## src/rtl/cmf_pkg.sv

```systemverilog
package cmf_pkg;
    typedef enum logic [1:0] {
        LVL_MATCH    = 2'b00,
        LVL_XON      = 2'b01,
        LVL_ADDR     = 2'b10,
        LVL_ADDR_XON = 2'b11
    } auto_lvl_e;

    typedef enum logic {WK_ASLEEP, WK_AWAKE} wake_e;
    typedef enum logic {PS_RUN, PS_HELD} pause_e;
    typedef enum logic {RT_ASSERT, RT_DROP} rts_e;

    localparam int SLOT_ADDR = 0;
    localparam int SLOT_XON  = 1;
    localparam int SLOT_XOFF = 2;
endpackage

```

## src/rtl/cmf_match.sv

```systemverilog
module cmf_match #(
    parameter int DW    = 8,
    parameter int NSLOT = 3
) (
    input  logic                clk,
    input  logic                rst_n,
    input  logic [DW-1:0]       rx_data,
    input  logic [NSLOT*DW-1:0] slot_chars,
    input  logic [NSLOT-1:0]    qual,
    input  logic [NSLOT-1:0]    clr,
    output logic [NSLOT-1:0]    hit,
    output logic [NSLOT-1:0]    evt_q,
    output logic [NSLOT-1:0]    sticky_q
);
    for (genvar i = 0; i < NSLOT; i++) begin : g_slot
        assign hit[i] = (rx_data == slot_chars[i*DW +: DW]);

        always_ff @(posedge clk) begin
            if (!rst_n) begin
                evt_q[i]    <= 1'b0;
                sticky_q[i] <= 1'b0;
            end else begin
                evt_q[i] <= qual[i] && hit[i];
                if (qual[i] && hit[i])
                    sticky_q[i] <= 1'b1;
                else if (clr[i])
                    sticky_q[i] <= 1'b0;
            end
        end


        sticky_follows_evt_chk: assert property (@(posedge clk) disable iff (!rst_n)
            evt_q[i] |-> sticky_q[i]);


        sticky_clear_chk: assert property (@(posedge clk) disable iff (!rst_n)
            (clr[i] && !(qual[i] && hit[i])) |=> !sticky_q[i]);
    end
endmodule

```

## src/rtl/cmf_wake.sv

```systemverilog
module cmf_wake
    import cmf_pkg::*;
(
    input  logic clk,
    input  logic rst_n,
    input  logic addr_mode,
    input  logic addr_stb,
    input  logic addr_hit,
    output logic awake
);
    wake_e state_q, state_d;

    always_comb begin
        state_d = state_q;
        unique case (state_q)
            WK_ASLEEP: if (addr_mode && addr_stb && addr_hit) state_d = WK_AWAKE;
            WK_AWAKE:  if (!addr_mode || (addr_stb && !addr_hit)) state_d = WK_ASLEEP;
            default:   state_d = WK_ASLEEP;
        endcase
        if (!addr_mode) state_d = WK_ASLEEP;
    end

    always_ff @(posedge clk) begin
        if (!rst_n) state_q <= WK_ASLEEP;
        else        state_q <= state_d;
    end

    always_comb awake = (state_q == WK_AWAKE);


    bad_addr_sleeps_chk: assert property (@(posedge clk) disable iff (!rst_n)
        (addr_mode && addr_stb && !addr_hit) |=> !awake);


    good_addr_wakes_chk: assert property (@(posedge clk) disable iff (!rst_n)
        (addr_mode && addr_stb && addr_hit) |=> awake);
endmodule

```

## src/rtl/cmf_pause.sv

```systemverilog
module cmf_pause
    import cmf_pkg::*;
(
    input  logic clk,
    input  logic rst_n,
    input  logic xon_mode,
    input  logic data_ok,
    input  logic hit_xon,
    input  logic hit_xoff,
    output logic held
);
    pause_e state_q, state_d;

    always_comb begin
        state_d = state_q;
        unique case (state_q)
            PS_RUN:  if (xon_mode && data_ok && hit_xoff) state_d = PS_HELD;
            PS_HELD: if (!xon_mode || (data_ok && hit_xon && !hit_xoff)) state_d = PS_RUN;
            default: state_d = PS_RUN;
        endcase
    end

    always_ff @(posedge clk) begin
        if (!rst_n) state_q <= PS_RUN;
        else        state_q <= state_d;
    end

    always_comb held = (state_q == PS_HELD);


    xoff_holds_chk: assert property (@(posedge clk) disable iff (!rst_n)
        (xon_mode && data_ok && hit_xoff) |=> held);


    no_mode_no_hold_chk: assert property (@(posedge clk) disable iff (!rst_n)
        !xon_mode |=> !held);
endmodule

```

## src/rtl/cmf_rts.sv

```systemverilog
module cmf_rts
    import cmf_pkg::*;
#(
    parameter int FILL_W = 9
) (
    input  logic              clk,
    input  logic              rst_n,
    input  logic              flow_en,
    input  logic [FILL_W-1:0] fill,
    input  logic [FILL_W-1:0] thresh,
    output logic              rts
);
    rts_e state_q, state_d;
    logic at_limit;

    assign at_limit = (fill >= thresh);

    always_comb begin
        state_d = state_q;
        unique case (state_q)
            RT_ASSERT: if (flow_en && at_limit) state_d = RT_DROP;
            RT_DROP:   if (!flow_en || !at_limit) state_d = RT_ASSERT;
            default:   state_d = RT_ASSERT;
        endcase
    end

    always_ff @(posedge clk) begin
        if (!rst_n) state_q <= RT_ASSERT;
        else        state_q <= state_d;
    end

    always_comb rts = !flow_en || (state_q == RT_ASSERT);


    full_drops_rts_chk: assert property (@(posedge clk) disable iff (!rst_n)
        (flow_en && at_limit) |=> (!rts || !flow_en));


    drain_raises_rts_chk: assert property (@(posedge clk) disable iff (!rst_n)
        !at_limit |=> rts);
endmodule

```

## src/rtl/char_match_flow.sv

```systemverilog
module char_match_flow
    import cmf_pkg::*;
#(
    parameter int DW     = 8,
    parameter int NSLOT  = 3,
    parameter int FILL_W = 9
) (
    input  logic                clk,
    input  logic                rst_n,
    input  logic [1:0]          auto_lvl,
    input  logic [NSLOT*DW-1:0] slot_chars,
    input  logic                rx_stb,
    input  logic [DW-1:0]       rx_data,
    input  logic                rx_addr,
    input  logic [NSLOT-1:0]    clr_sticky,
    input  logic                hw_flow_en,
    input  logic [FILL_W-1:0]   fill_level,
    input  logic [FILL_W-1:0]   rts_thresh,
    input  logic                cts,
    input  logic                tx_req,
    output logic [NSLOT-1:0]    match_evt,
    output logic [NSLOT-1:0]    match_sticky,
    output logic                rx_en,
    output logic                tx_hold,
    output logic                tx_go,
    output logic                rts
);
    localparam int XON_BIT  = 0;
    localparam int ADDR_BIT = 1;

    logic             addr_mode, xon_mode, awake, data_ok, held;
    logic [NSLOT-1:0] hit, qual;

    assign addr_mode = auto_lvl[ADDR_BIT];
    assign xon_mode  = auto_lvl[XON_BIT];
    assign rx_en     = !addr_mode || awake;
    assign data_ok   = rx_stb && rx_en && !(addr_mode && rx_addr);

    for (genvar i = 0; i < NSLOT; i++) begin : g_qual
        if (i == SLOT_ADDR) begin : g_addr
            assign qual[i] = addr_mode ? (rx_stb && rx_addr) : data_ok;
        end else begin : g_data
            assign qual[i] = data_ok;
        end
    end

    cmf_match #(.DW(DW), .NSLOT(NSLOT)) u_match (
        .clk(clk), .rst_n(rst_n), .rx_data(rx_data), .slot_chars(slot_chars),
        .qual(qual), .clr(clr_sticky), .hit(hit),
        .evt_q(match_evt), .sticky_q(match_sticky)
    );

    cmf_wake u_wake (
        .clk(clk), .rst_n(rst_n), .addr_mode(addr_mode),
        .addr_stb(rx_stb && rx_addr), .addr_hit(hit[SLOT_ADDR]), .awake(awake)
    );

    cmf_pause u_pause (
        .clk(clk), .rst_n(rst_n), .xon_mode(xon_mode), .data_ok(data_ok),
        .hit_xon(hit[SLOT_XON]), .hit_xoff(hit[SLOT_XOFF]), .held(held)
    );

    cmf_rts #(.FILL_W(FILL_W)) u_rts (
        .clk(clk), .rst_n(rst_n), .flow_en(hw_flow_en),
        .fill(fill_level), .thresh(rts_thresh), .rts(rts)
    );

    assign tx_hold = held || (hw_flow_en && !cts);
    assign tx_go   = tx_req && !tx_hold;


    asleep_no_data_evt_chk: assert property (@(posedge clk) disable iff (!rst_n)
        (addr_mode && !rx_en && rx_stb && !rx_addr) |=> (match_evt == '0));


    cts_blocks_start_chk: assert property (@(posedge clk) disable iff (!rst_n)
        (hw_flow_en && !cts && tx_req) |-> !tx_go);
endmodule

```

## config.mk

```make
export PLATFORM = sky130hd
export DESIGN_NAME = char_match_flow
export DESIGN_NICKNAME = d
export VERILOG_FILES = /design/src/rtl/cmf_pkg.sv /design/src/rtl/cmf_match.sv /design/src/rtl/cmf_wake.sv /design/src/rtl/cmf_pause.sv /design/src/rtl/cmf_rts.sv /design/src/rtl/char_match_flow.sv
export SDC_FILE = /design/constraint.sdc
export NUM_CORES = 1
export LEC_CHECK = 0
export ABC_AREA = 1
export BUFFER_PORTS_ARGS = -buffer_cell sky130_fd_sc_hd__buf_2
export CORE_MARGIN = 2
export CORE_UTILIZATION = 43
export CTS_BUF_LIST = sky130_fd_sc_hd__clkbuf_4 sky130_fd_sc_hd__clkbuf_8
export DETAILED_ROUTE_END_ITERATION = 8
export GPL_ROUTABILITY_DRIVEN = 0
export HOLD_SLACK_MARGIN = 0.02
export PLACE_DENSITY_LB_ADDON = 0.12
export REMOVE_ABC_BUFFERS = 1
export SLEW_MARGIN = 20
export SYNTH_ARGS = -nofsm -noshare
export SYNTH_HDL_FRONTEND = slang
export SYNTH_SLANG_ARGS = --single-unit
```

## constraint.sdc

```tcl
create_clock -name clk -period 2.09 [get_ports clk]
set_input_delay 0 -clock clk [delete_from_list [all_inputs] [get_ports clk]]
set_output_delay 0 -clock clk [all_outputs]
set_load 0.1 [all_outputs]
```

-- Word level (Yosys, flattened, before mapping)
Index checks and enable logic that the tools add are counted.
- register bits: 9
- bits of input ports: 62
- output and inout port bits: 10
- logic and storage cells: 67
- order comparisons: 1
- equal/unequal tests: 3
- muxes and demuxes: 16
- bitwise gates (word level): 3
- reduce and logical (&&, ||, !) cells: 35
- operators by type and width (cell ; count):
    == test 8 bit ; 3
    logical AND 1 bit ; 16
    two-way mux 1 bit ; 13
    greater-or-equal comparator 9 bit ; 1
    logical NOT 1 bit ; 9
    logical OR 1 bit ; 6
    one-hot mux 1 bit (2 select lines) ; 3
    nonzero test 2 bit ; 3
    NOT 1 bit ; 3
    AND reduction 2 bit ; 1

-- Logic depth before layout (Yosys ltp)
- depth after elaboration: 9
- depth in mapped cells: 9

-- Cells and area by module
From an unflattened synthesis, not the netlist that was laid out.
- cells, all modules: 181
- area total of the unflattened synthesis: 1051.0 um2
- by module, submodules not included (module ; instances ; cells each ; area each (um2) ; sequential area each (um2)):
    cmf_match ; 1 ; 102 ; 595.6 ; 120.1
    cmf_rts ; 1 ; 49 ; 289.0 ; 20.0
    char_match_flow ; 1 ; 16 ; 73.8 ; 0.0
    cmf_wake ; 1 ; 8 ; 48.8 ; 20.0
    cmf_pause ; 1 ; 6 ; 43.8 ; 20.0

-- Worst setup path after synthesis
No wires, ideal clock.
- path type: input-to-output
- start: in hw_flow_en
- end: out tx_go
- arrival time: 3500 ps
- required time: 2090 ps
- slack: -1410 ps
- stages on the path: 3
- path buffers: 0
- cell sequence: inv_1 -> o21ai_0 -> nor2_1
- longest elaborated chain between the ends: 4
- RTL lines (item ; RTL line ; source):
    from (decl) ; char_match_flow.sv:16 ; input logic hw_flow_en,
    logical AND 1 bit ; char_match_flow.sv:68 ; assign tx_hold = held || (hw_flow_en && !cts);
    logical OR 1 bit ; char_match_flow.sv:68 ;
    via tx_hold ; char_match_flow.sv:24 ; output logic tx_hold,
    logical NOT 1 bit ; char_match_flow.sv:69 ; assign tx_go = tx_req && !tx_hold;
    logical AND 1 bit ; char_match_flow.sv:69 ;
    to (decl) ; char_match_flow.sv:25 ; output logic tx_go,
The timed path passes the listed nets, and every way through them passes these cells.

-- Worst setup path in the final report
- start: in hw_flow_en
- end: out tx_hold
- longest elaborated chain between the ends: 2
- RTL lines (item ; RTL line):
    logical AND 1 bit ; char_match_flow.sv:68
    logical OR 1 bit ; char_match_flow.sv:68
    to (decl) ; char_match_flow.sv:24
No other way between the ends.

==> results.json <==
{
  "cts_made_buffers": 3,
  "required_ns": 2.09,
  "asyncSetResetFlopFracSynth_pct": 0,
  "io_buffer_count": 71,
  "grt_max_degree": 7,
  "fmax_ghz": 0.7496,
  "finalSetupTns_ns": 0,
  "fp.dieH_um": 49.17,
  "clock_tree.buffer_depth": 2,
  "antenna_cells": 0,
  "met1_length_um": 803,
  "wl_per_cell_um": 8.746,
  "die_area_um2": 2417,
  "row_count": 16,
  "cts_setup_buffers": 0,
  "wl_met3_um": 168,
  "finClkSkew_ns": 0.006298,
  "cts.sink_count": 9,
  "wl_met2_mm": 1.083,
  "dpl.hpwl_mm": 1.869,
  "crit_fanout": 3,
  "grt_antenna_before_repair": 0,
  "crit_type": "input pin to output pin",
  "yosysUniqueCellTypes": 17,
  "slew_headroom_pct": 67.34,
  "period_share_pct": 63.83,
  "drive_above_1_share_pct": 37.80,
  "worstHoldPathType": "input pin to flip-flop",
  "layout_commonest_cell": "buf_2",
  "viasPerCell": 4.352,
  "ant_nets": 0,
  "netlist_area_um2": 877.1,
  "post_synth.cell_area_avg_um2": 6.747,
  "clockRootBuffer": "clkbuf_4",
  "setup_viol_count_final": 0,
  "power.total_mw": 0.5313,
  "worst_pin_slew_ns": 0.4933,
  "final_cell_mix": "buf_2 (71), nand2_1 (29), inv_1 (24)",
  "crit_path_end_kind": "output pin",
  "yosys.area.top_type": "dfxtp_1",
  "initialDrtViolationCount": 8,
  "timing.hold.ws_ns": 0.02994,
  "h-tree-depth": 1,
  "rsz0062_at_grt": "false",
  "synth_top_area_share_pct": 20.54,
  "critPathArrivalTime_ns": 1.33,
  "fillers": 195,
  "fin_nets": 281,
  "hold_viol_final": 0,
  "cts_tree": "built",
  "cts-resized-gates": 0,
  "dr.pass1.iters": 4,
  "cap_violations": 0,
  "yosys_warnings": 0,
  "core_region_area_um2": 1942,
  "insertion_delay_ns": 0.26,
  "drc": 0,
  "synth_area_leaders": "dfxtp_1 (21%), xnor2_1 (16%), ha_1 (13%), nand2_1 (12%), inv_1 (10%)",
  "finalCriticalPeriod_ns": 1.334,
  "irDropWorstVdd_mv": 0.2403,
  "die_x_um": 49.17,
  "ys.flop_type": "dfxtp_1",
  "cp-start-kind": "input pin",
  "grt_pass1_wl_mm": 3.519,
  "synthCells": 130,
  "dp.cells": 228,
  "layout.core_utilization_pct": 68.81,
  "outcome": "finished, final reports clean",
  "p_leak_nw": 0.7706,
  "hold_buffers": 4,
  "ys_seq_area_share_pct": 20.54,
  "grt_pass1_vias": 968,
  "slew_viol_final": 0,
  "ios": 72,
  "synth_edf_count": 0,
  "instances_no_fill": 236,
  "syn2layout_area_growth_pct": 52.35,
  "synth_seq_cells": 9,
  "powerDensity_nw_per_um2": 397.6,
  "routed_wl_mm": 2.064,
  "overflow": 0,
  "track_usage_pct": 18.26,
  "via_count": 1027,
  "clk_transition_reported_paths_ns": 0.06,
  "initial_core_util_pct": 45.17,
  "top_layer_used": "met4"
}
synthesized netlist by cell type (2+ instances only):
cell type and n:
a21oi_1 8, dfxtp_1 9, ha_1 9, inv_1 24, nand2_1 29, nand3b_1 2
nor2_1 12, nor2_2 3, nor3_1 2, o211ai_1 3, o21ai_0 3, xnor2_1 16
xor2_1 6
per-stage QoR:
stage | cell area (um^2) | worst slack, ns
2_1_floorplan | 877.1 | -1.410
3_3_place_gp | 1266 | 1.092
3_5_place_dp | 1266 | 1.024
4_1_cts | 1336 | 0.7589
5_1_grt | 1336 | 0.6676
6_report | 1336 | 0.7560
power by group:
group          internal (mW)  total [mW]  leakage (nW)  switching, mW
Combinational          0.101       0.214         0.679          0.114
Clock                 0.0863       0.143        0.0184         0.0568
Sequential             0.173       0.174        0.0727       0.000551
cells by family after synthesis:
kind of cell / after synthesis / share of synthesized area (%)
xor+xnor: 22 / 21.97
flops: 9 / 20.54
fa+ha+maj: 9 / 12.84
simple gates: 51 / 24.96
compound gates: 15 / 9.414
buf+inv: 24 / 10.27
metal layers:
layer,up-vias,track usage (%)
met5,-,0
met4,0,8.571
li1,559,-
met2,42,34.91
met3,2,2.147
met1,424,19.51
layout make-up:
class / count / area (um^2) / share of cell area (%)
Inverter: 24 / 90.09 / 6.742
Tap cell: 27 / 33.78 / 2.528
Timing Repair Buffer: 75 / 395.4 / 29.59
Sequential cell: 9 / 180.2 / 13.48
Multi-Input combinational cell: 97 / 606.8 / 45.41
Clock buffer: 4 / 30.03 / 2.247
critical path, cell delays in order:
cell           delay [ns]
dlygate4sd3_1        0.53
buf_2                0.12
inv_1                0.03
o21ai_0              0.18
buf_2                0.47
path summary, 6_finish.rpt:
check / start / end / slack [ns] / depth (start not counted)
max: hw_flow_en / tx_hold / 0.76 / 5
min: rst_n / u_rts.state_q$_SDFF_PN0_ / 0.03 / 3
max reg2reg: u_wake.awake$_SDFF_PN0_ / u_pause.held$_SDFF_PN0_ / 1.04 / 6
min reg2reg: u_match.sticky_q[2]$_SDFFE_PN0P_ / u_match.sticky_q[2]$_SDFFE_PN0P_ / 0.47 / 2
registers in the layout (all words and copies together), names as in the netlist:
register          cells
u_pause.held          1
u_match.sticky_q      3
u_rts.state_q         1
u_wake.awake          1
u_match.evt_q         3
Note: power is estimated with default switching activity, not from simulation.
